$ cat src/rtl/cfgrf_pkg.sv
package cfgrf_pkg;
    localparam int DATA_W    = 32;
    localparam int NUM_REGS  = 11;
    localparam int SEL_BASE  = 2;
    localparam int SEL_COUNT = 4;
    localparam int SEL_W     = 16;

    typedef logic [DATA_W-1:0] word_t;

    // Per-word policy: reset value, plain r/w mask, set-only mask,
    // clear-only mask, and hardware-set / write-one-clear flag mask.
    typedef struct packed {
        word_t rst;
        word_t rw;
        word_t so;
        word_t co;
        word_t fl;
    } policy_t;

    function automatic policy_t policy_of(input int idx);
        policy_t p;
        p = '0;
        unique case (idx)
            0: p.rw = 32'h0000_0107;
            1: begin
                p.rst = 32'h7C00_0001;
                p.rw  = 32'hFCFF_0100;
                p.co  = 32'h0000_0001;
            end
            2, 3, 4, 5: p.rw = 32'h0000_FFFF;
            7: begin
                p.so = 32'h0000_000F;
                p.fl = 32'h0000_0100;
            end
            8, 10: p.so = 32'hFFFF_FFFF;
            9: p.rw = 32'h0000_00FF;
            default: p = '0;
        endcase
        return p;
    endfunction
endpackage

$ cat src/rtl/cfgrf_addr_decode.sv
module cfgrf_addr_decode #(
    parameter int ADDR_W   = 8,
    parameter int NUM_REGS = 11,
    localparam int IDX_W   = ADDR_W - 2
) (
    input  logic [ADDR_W-1:0]   addr,
    input  logic                we,
    output logic [IDX_W-1:0]    word_idx,
    output logic                word_valid,
    output logic [NUM_REGS-1:0] wr_hit
);
    assign word_idx   = addr[ADDR_W-1:2];
    assign word_valid = (word_idx <= IDX_W'(NUM_REGS - 1));

    for (genvar i = 0; i < NUM_REGS; i++) begin : g_hit
        assign wr_hit[i] = we && word_valid && (word_idx == IDX_W'(i));
    end
endmodule

$ cat src/rtl/cfgrf_reg_cell.sv
module cfgrf_reg_cell
    import cfgrf_pkg::*;
#(
    parameter word_t RST_VAL = '0,
    parameter word_t RW_M    = '0,
    parameter word_t SO_M    = '0,
    parameter word_t CO_M    = '0,
    parameter word_t FL_M    = '0
) (
    input  logic  clk,
    input  logic  rst_n,
    input  logic  wr_hit,
    input  word_t wr_data,
    input  word_t hw_set,
    output word_t q
);
    word_t nxt;

    always_comb begin
        nxt = q;
        if (wr_hit) begin
            nxt = (wr_data & RW_M)
                | ((q | wr_data) & SO_M)
                | (q & wr_data & CO_M)
                | (q & ~wr_data & FL_M);
        end
        nxt = nxt | (hw_set & FL_M);
    end

    always_ff @(posedge clk or negedge rst_n) begin
        if (!rst_n) q <= RST_VAL;
        else        q <= nxt;
    end

    // Set-only bits never fall while out of reset
    assert_set_only_sticky_R9: assert property (@(posedge clk) disable iff (!rst_n)
        ((~q & $past(q) & SO_M) == '0));

    // Clear-only bits never rise while out of reset
    assert_clear_only_R4: assert property (@(posedge clk) disable iff (!rst_n)
        ((q & ~$past(q) & CO_M) == '0));

    // A flag bit only rises when hardware asked for it
    assert_flag_no_sw_set_R8: assert property (@(posedge clk) disable iff (!rst_n)
        ((q & ~$past(q) & ~$past(hw_set) & FL_M) == '0));

    // A hardware request always leaves the flag high
    assert_flag_hw_set_R8: assert property (@(posedge clk) disable iff (!rst_n)
        ((hw_set & FL_M) != '0) |=> ((q & FL_M) == FL_M));
endmodule

$ cat src/rtl/cfgrf_read_mux.sv
module cfgrf_read_mux
    import cfgrf_pkg::*;
#(
    parameter int IDX_W = 6
) (
    input  logic [NUM_REGS-1:0][DATA_W-1:0] regs,
    input  logic [IDX_W-1:0]                word_idx,
    input  logic                            word_valid,
    output word_t                           rdata
);
    always_comb begin
        rdata = '0;
        for (int i = 0; i < NUM_REGS; i++) begin
            if (word_valid && (word_idx == IDX_W'(i))) rdata = rdata | regs[i];
        end
    end
endmodule

$ cat src/rtl/cfgrf_top.sv
module cfgrf_top
    import cfgrf_pkg::*;
#(
    parameter int ADDR_W = 8,
    localparam int IDX_W = ADDR_W - 2
) (
    input  logic                       clk,
    input  logic                       rst_n,
    input  logic [ADDR_W-1:0]          bus_addr,
    input  logic                       bus_we,
    input  logic [DATA_W-1:0]          bus_wdata,
    output logic [DATA_W-1:0]          bus_rdata,
    input  logic                       flag_set_pulse,
    output logic [SEL_COUNT*SEL_W-1:0] sel_words
);
    logic [IDX_W-1:0]                word_idx;
    logic                            word_valid;
    logic [NUM_REGS-1:0]             wr_hit;
    logic [NUM_REGS-1:0][DATA_W-1:0] regs;

    cfgrf_addr_decode #(.ADDR_W(ADDR_W), .NUM_REGS(NUM_REGS)) u_dec (
        .addr       (bus_addr),
        .we         (bus_we),
        .word_idx   (word_idx),
        .word_valid (word_valid),
        .wr_hit     (wr_hit)
    );

    for (genvar i = 0; i < NUM_REGS; i++) begin : g_reg
        localparam policy_t P = policy_of(i);
        cfgrf_reg_cell #(
            .RST_VAL (P.rst),
            .RW_M    (P.rw),
            .SO_M    (P.so),
            .CO_M    (P.co),
            .FL_M    (P.fl)
        ) u_cell (
            .clk     (clk),
            .rst_n   (rst_n),
            .wr_hit  (wr_hit[i]),
            .wr_data (bus_wdata),
            .hw_set  ({DATA_W{flag_set_pulse}} & P.fl),
            .q       (regs[i])
        );
    end

    cfgrf_read_mux #(.IDX_W(IDX_W)) u_rmux (
        .regs       (regs),
        .word_idx   (word_idx),
        .word_valid (word_valid),
        .rdata      (bus_rdata)
    );

    for (genvar k = 0; k < SEL_COUNT; k++) begin : g_sel
        assign sel_words[k*SEL_W +: SEL_W] = regs[SEL_BASE+k][SEL_W-1:0];
    end

    // Writes outside the map leave every word untouched
    assert_unmapped_write_R10: assert property (@(posedge clk) disable iff (!rst_n)
        (bus_we && !word_valid && !flag_set_pulse) |=> $stable(regs));

    // Unmapped reads return zero
    assert_unmapped_read_R10: assert property (@(posedge clk) disable iff (!rst_n)
        !word_valid |-> (bus_rdata == '0));

    // Select-word upper halves never hold data
    assert_sel_upper_zero_R5: assert property (@(posedge clk) disable iff (!rst_n)
        (regs[SEL_BASE][DATA_W-1:SEL_W] == '0) && (regs[SEL_BASE+SEL_COUNT-1][DATA_W-1:SEL_W] == '0));
endmodule

$ cat config.mk
export PLATFORM = sky130hd
export DESIGN_NAME = cfgrf_top
export DESIGN_NICKNAME = d
export VERILOG_FILES = /design/src/rtl/cfgrf_pkg.sv /design/src/rtl/cfgrf_addr_decode.sv /design/src/rtl/cfgrf_reg_cell.sv /design/src/rtl/cfgrf_read_mux.sv /design/src/rtl/cfgrf_top.sv
export SDC_FILE = /design/constraint.sdc
export NUM_CORES = 1
export LEC_CHECK = 0
export BUFFER_PORTS_ARGS = -buffer_cell sky130_fd_sc_hd__buf_2
export CAP_MARGIN = 20
export CELL_PAD_IN_SITES_DETAIL_PLACEMENT = 2
export CELL_PAD_IN_SITES_GLOBAL_PLACEMENT = 2
export CORE_AREA = 2 2 136 138
export DETAILED_ROUTE_END_ITERATION = 6
export DIE_AREA = 0 0 138 140
export HOLD_SLACK_MARGIN = 0.06
export PLACE_DENSITY = 0.91
export SETUP_SLACK_MARGIN = 0.02
export SKIP_LAST_GASP = 1
export SYNTH_ARGS = -nofsm -noshare
export SYNTH_HDL_FRONTEND = slang
export SYNTH_SLANG_ARGS = --single-unit
export TNS_END_PERCENT = 50
$ cat constraint.sdc
create_clock -name clk -period 3.1 [get_ports clk]
set_input_delay 0.465 -clock clk [delete_from_list [all_inputs] [get_ports clk]]
set_output_delay 0.465 -clock clk [all_outputs]
set_load 0.05 [all_outputs]
=== After elaboration in Yosys (flattened, before gate mapping) ===
Index checks and enable logic that the tools add are counted.

* Reduce and logical (&&, ||, !) cells: 22
* Multiplexer cells: 11
* Bitwise logic cells: 18
* Equality and inequality tests: 9
* $lt $le $gt $ge: 1

{| class="wikitable"
|+ Operators with widths
! cell !! number
|-
| 32-bit two-way mux || 10
|-
| 32-bit bitwise OR || 5
|-
| 32-bit by 16-bit bitwise OR with 32-bit output || 4
|-
| 32-bit by 1-bit bitwise OR with 32-bit output || 1
|-
| 32-bit by 8-bit bitwise OR with 32-bit output || 1
|-
| 32-bit by 9-bit bitwise OR with 32-bit output || 1
|-
| 9-bit by 32-bit bitwise OR with 32-bit output || 1
|-
| 1-bit logical AND || 21
|-
| 6-bit by 3-bit equality test with 1-bit output, second input constant || 3
|-
| 6-bit by 4-bit equality test with 1-bit output, second input constant || 3
|-
| 6-bit by 2-bit equality test with 1-bit output, second input constant || 2
|-
| 9-bit bitwise AND || 1
|-
| 9-bit two-way mux || 1
|-
| 9-bit NOT || 1
|-
| 4-bit by 9-bit bitwise OR with 9-bit output || 1
|-
| 6-bit by 1-bit equality test with 1-bit output, second input constant || 1
|-
| 6-bit by 4-bit <= comparator with 1-bit output, second input constant || 1
|-
| 6-bit zero test || 1
|-
| 4-bit bitwise OR || 1
|-
| 1-bit bitwise AND || 1
|}

* Output and inout bits: 96
* Input bits: 44
* Word-level logic and storage cells: 71
* Register bits after elaboration: 204

=== Longest topological paths before layout ===
* Word-level depth: 21
* Gate-level depth with buffers: 8
* Mapped depth without buffers: 4

=== Cells and area by module ===
A second synthesis with hierarchy kept.

* Cell total of the unflattened synthesis: 974
* Area total of the unflattened synthesis: 10650.2 µm²

{| class="wikitable"
|+ By module, submodules not included
! module !! area an instance (µm²) !! cells an instance !! seq. area each (µm²) !! times used
|-
| cfgrf_reg_cell (g_reg[2].u_cell ...) || 773.2 || 51 || 400.4 || 4
|-
| cfgrf_read_mux || 2956.6 || 406 || 0.0 || 1
|-
| cfgrf_reg_cell (g_reg[10].u_cell ...) || 1077.3 || 67 || 800.8 || 2
|-
| cfgrf_reg_cell (g_reg[1].u_cell) || 777.0 || 52 || 407.9 || 1
|-
| cfgrf_reg_cell (g_reg[9].u_cell) || 515.5 || 42 || 200.2 || 1
|-
| cfgrf_reg_cell (g_reg[7].u_cell) || 377.9 || 39 || 125.1 || 1
|-
| cfgrf_reg_cell (g_reg[0].u_cell) || 359.1 || 37 || 100.1 || 1
|-
| cfgrf_reg_cell (g_reg[6].u_cell) || 244.0 || 33 || 0.0 || 1
|-
| cfgrf_addr_decode || 168.9 || 26 || 0.0 || 1
|-
| cfgrf_top || 3.8 || 1 || 0.0 || 1
|}

=== Worst setup path after synthesis ===
OpenSTA, ideal clock, no wires.

* Path type: input-to-output
* Start point: input port bus_addr[3]
* End point: output port bus_rdata[4]
* Slack: 0.084 ns
* Buffers on the path: 3
* Data arrival time: 2.551 ns
* Data required time: 2.635 ns
* Stages on the path: 6
* Path through: buf_2 -> buf_2 -> buf_2 -> nor2_1 -> a21oi_1 -> o21ai_0

* Word-level cells in the longest chain between the ends: 19
* Elaborated cells between the ends (all ways): 36
* Those cells by class: order compare (1); eq/ne (9); mux (9); bitwise (8); reduce/logical (9)

{| class="wikitable"
|+ RTL lines
! item !! line !! source
|-
| start: declaration || cfgrf_top.sv:9 || <nowiki>input logic [ADDR_W-1:0] bus_addr,</nowiki>
|-
| 6-bit by 4-bit <= comparator with 1-bit output / 6-bit by 1-bit equality test with 1-bit output (equally long branches) || cfgrf_addr_decode.sv:13, cfgrf_read_mux.sv:14 ||
|-
| 1-bit logical AND || cfgrf_read_mux.sv:14 || <nowiki>if (word_valid && (word_idx == IDX_W'(i))) rdata = rdata | regs[i];</nowiki>
|-
| 32-bit two-way mux || cfgrf_read_mux.sv:14 ||
|-
| 32-bit by 16-bit bitwise OR with 32-bit output || cfgrf_read_mux.sv:14 ||
|-
| 32-bit two-way mux || cfgrf_read_mux.sv:14 ||
|-
| 32-bit by 16-bit bitwise OR with 32-bit output || cfgrf_read_mux.sv:14 ||
|-
| 32-bit two-way mux || cfgrf_read_mux.sv:14 ||
|-
| 32-bit by 16-bit bitwise OR with 32-bit output || cfgrf_read_mux.sv:14 ||
|-
| [... 3 more ...] || -- ||
|-
| 32-bit bitwise OR || cfgrf_read_mux.sv:14 ||
|-
| 32-bit two-way mux || cfgrf_read_mux.sv:14 ||
|-
| 32-bit bitwise OR || cfgrf_read_mux.sv:14 ||
|-
| 32-bit two-way mux || cfgrf_read_mux.sv:14 ||
|-
| 32-bit by 8-bit bitwise OR with 32-bit output || cfgrf_read_mux.sv:14 ||
|-
| 32-bit two-way mux || cfgrf_read_mux.sv:14 ||
|-
| 32-bit bitwise OR || cfgrf_read_mux.sv:14 ||
|-
| 32-bit two-way mux (*) || cfgrf_read_mux.sv:14 ||
|-
| end: declaration || cfgrf_top.sv:12 || <nowiki>output logic [DATA_W-1:0] bus_rdata,</nowiki>
|}

Mark *: on every way between the ends. The rest lies on a longest branch, timed or not.

=== Worst setup path in the final report ===
* Start point: input port bus_addr[4]
* End point: output port bus_rdata[9]

Same word-level chain as after synthesis.

==> results_dict.tcl <==
set metrics [dict create \
    status "completed" \
    worstHoldPathType "in2reg" \
    dp_cells 888 \
    core_area_sq_um 17800 \
    drtPass1Iterations 4 \
    worstPathArrival_ns 2.43 \
    p_sw_share_pct 30.4 \
    end_kind "output port" \
    cp_cell_sequence "buf_2 -> or4b_1 -> buf_4 -> o21ai_0 -> a221oi_1 -> nor2_1 -> buf_2" \
    ys_types 38 \
    final_area_sq_um 8700 \
    synth_seq_cells 161 \
    grt_pass1_wl_microns 39600 \
    synth_compound_area_share_pct 14.3 \
    synthAdderAreaFrac_pct 0 \
    start_util_pct 39.7 \
    p_comb_share_pct 18.6 \
    setup_viol 0 \
    p_clk_share_pct 39.2 \
    finalClockSkew_ns 0 \
    utilization_pct 48.9 \
    final-hold-violation-count 0 \
    top_register "g.u_cell.q" \
    grt_max_degree 68 \
    post-route-min-period_ns 2.90 \
    globalplace.congestion 0.855 \
    antenna_found_initial 1 \
    clock_latency_ns 0.43 \
    synth_edf_count 0 \
    dp_hpwl_microns 15400 \
    ios 140 \
    nNetsFinal 723 \
    slew_violations 0 \
    fin_cells 922 \
    detail-route-antenna-nets 0 \
    p_leak_nw 4.82 \
    power.density_nw_per_um2 710 \
    required_ns 2.63 \
    place_area_sq_um 8020 \
    netlist_area_sq_um 7070 \
    drc_errors 0 \
    max_clock_freq_mhz 345 \
    cap_violations 0 \
    synthArstFlopShare_pct 100 \
    vias 5347 \
    final_layout_size_suffix_gt1_share_pct 45.1 \
    worst_ir_drop_vdd_mv 0.411 \
    p_seq_share_pct 42.1 \
    yosysWarningCount 0 \
    vias_per_cell 5.80 \
    synth_mux_area_share_pct 19.9 \
    synth_fp_nets 584 \
    path_clk_slew_ns 0.06 \
    synth_cells 540 \
    critPathMaxFanout 10 \
    wl_per_cell_microns 27.2 \
    synthSimpleGateAreaFrac_pct 5.44 \
    top_regs "g.u_cell.q x161" \
    tightest_slew_ns 0.668 \
    grt_overflow 0 \
    cts_resized 0 \
    cpPeakStageDelay_ns 0.73 \
    cts_tree "yes" \
    crit_top_cell "buf_2" \
    slew_headroom_pct 55.4 \
    port_buffers 137 \
    syn2layout_area_growth_pct 23.1 \
    die_area_sq_um 19300 \
    finalSetupTns_ns 0 \
    seq_area_frac_synth_pct 57.1 \
    post-route-period-util_pct 93.5 \
    die_h_microns 140 \
    cts_sinks 161 \
    synthXorXnorAreaFrac_pct 0 \
    whs_ns 0.255 \
    synth_top_family_by_area "multiplexers" \
    syn_avg_cell_area_sq_um 13.1 \
    largest_reg_flops 161 \
    pre_cts_slack_ns 0.322 \
    clockBufferDepth 2 \
    wirelength_microns 25100 \
    crit_type "in2out" \
    layout_setup_ws_ns 0.201 \
    ctsHtreeMaxLevel 4 \
    internal-power_mw 4.30 \
    power_mw 6.18 \
    critPathLaunchType "input pin" \
    grt_pass1_vias 6310 \
    drt_iter0_drc 346 \
    crit_slowest_cell "or4b_1" \
    die_x_microns 138 \
    rsz0062_at_grt "no" \
    grt_usage_pct 26.7 \
    synthFlopType "dfrtp_1" \
    cts_buffers 17 \
    rows 49 \
    p_switching_mw 1.88 \
    cts_root_buf "clkbuf_16" \
]
## worst paths after layout
kind / cells after the start / slack, ns / start / to
worst min-delay path: 2 / 0.25 / flag_set_pulse / g_reg[7].u_cell.q[8]
worst max register to register: 1 / 2.23 / g_reg[3].u_cell.q[3] / g_reg[3].u_cell.q[3]
worst min register to register: 1 / 0.46 / g_reg[7].u_cell.q[1] / g_reg[7].u_cell.q[1]
min in group asynchronous: 2 / 0.62 / rst_n / g_reg[3].u_cell.q[14]
worst max-delay path: 7 / 0.20 / bus_addr[4] / bus_rdata[9]
max in group asynchronous: 3 / 1.64 / rst_n / g_reg[1].u_cell.q[30]
## cell families (layout without fill, tap and decap cells)
logic type,after synthesis,after routing
AO/OA/AOI/OAI,139,139
buffers and inverters,42,194
flip-flops,161,161
multiplexers,125,125
other,0,1
AND/OR/NAND/NOR,73,73
## final cells by class
class | count | area, sq um
clock inverter | 11 | 208
inverter | 3 | 11.3
multi-input combinational | 337 | 2800
antenna | 1 | 2.50
tap | 229 | 287
sequential | 161 | 4040
clock buffer | 21 | 460
fill | 1746 | 9080
timing repair buffer | 159 | 897
## cell usage after synthesis, types with 2 or more instances
library cell / n / share of area (%)
a22o_1: 2 / 0.25
buf_6: 6 / 0.96
a22oi_1: 18 / 1.9
clkbuf_1: 7 / 0.37
o21ai_0: 16 / 1.1
dfstp_2: 6 / 2.2
nor3_4: 3 / 0.69
buf_2: 18 / 1.3
a21o_1: 65 / 6.9
nand3_1: 3 / 0.21
inv_1: 3 / 0.16
nand2_1: 31 / 1.6
o22ai_1: 3 / 0.27
mux2_2: 104 / 17
buf_1: 6 / 0.32
and2_4: 2 / 0.25
nor2_1: 19 / 1.0
a21oi_1: 10 / 0.71
buf_4: 2 / 0.21
mux4_2: 2 / 0.64
a31o_2: 4 / 0.50
mux2i_1: 19 / 2.7
a221oi_1: 17 / 2.1
nand4_1: 2 / 0.18
and3_1: 5 / 0.44
dfrtp_1: 155 / 55
## layer usage
| metal | GRT usage (%) | up-vias | part of all wire [%] |
|---|---|---|---|
| li1 | - | 2256 | - |
| met2 | 47.0 | 179 | 52 |
| met3 | 5.85 | 50 | 4.5 |
| met5 | 0 | - | 0 |
| met4 | 9.72 | 0 | 2.7 |
| met1 | 32.3 | 2862 | 41 |
## cells in the final DEF (no fill, tap or decap), types with 2 or more instances in the layout
| cell | n |
|---|---|
| a21o_1 | 65 |
| a21oi_1 | 10 |
| a221oi_1 | 17 |
| a22o_1 | 2 |
| a22oi_1 | 18 |
| a31o_2 | 4 |
| and2_4 | 2 |
| and3_1 | 5 |
| buf_12 | 3 |
| buf_2 | 136 |
| buf_4 | 18 |
| bufinv_16 | 6 |
| clkbuf_1 | 2 |
| clkbuf_16 | 17 |
| clkbuf_8 | 2 |
| clkinv_2 | 4 |
| dfrtp_1 | 155 |
| dfstp_2 | 6 |
| inv_1 | 3 |
| mux2_2 | 104 |
| mux2i_1 | 19 |
| mux4_2 | 2 |
| nand2_1 | 31 |
| nand3_1 | 3 |
| nand4_1 | 2 |
| nor2_1 | 19 |
| nor3_4 | 3 |
| o21ai_0 | 16 |
| o22ai_1 | 3 |
## power groups by stage
| stage | clock network, mW | logic, mW | registers [mW] |
|---|---|---|---|
| after floorplan | 0 | 0.395 | 2.95 |
| after global placement | 0 | 1.07 | 2.58 |
| after detailed placement | 0 | 1.13 | 2.62 |
| after CTS | 2.45 | 1.16 | 2.60 |
| after global routing | 2.53 | 1.21 | 2.64 |
| final | 2.42 | 1.15 | 2.60 |
## critical path, delay by kind of cell
family / cells / cell delay [ns]
compound gates: 2 / 0.43
buf+inv: 3 / 0.68
simple gates: 2 / 0.86
## timing repair
action,CTS,global route
endpoints found under the hold margin,10,0
hold buffers,1,0
setup buffers,0,0
(Power assumes the default switching activity.)
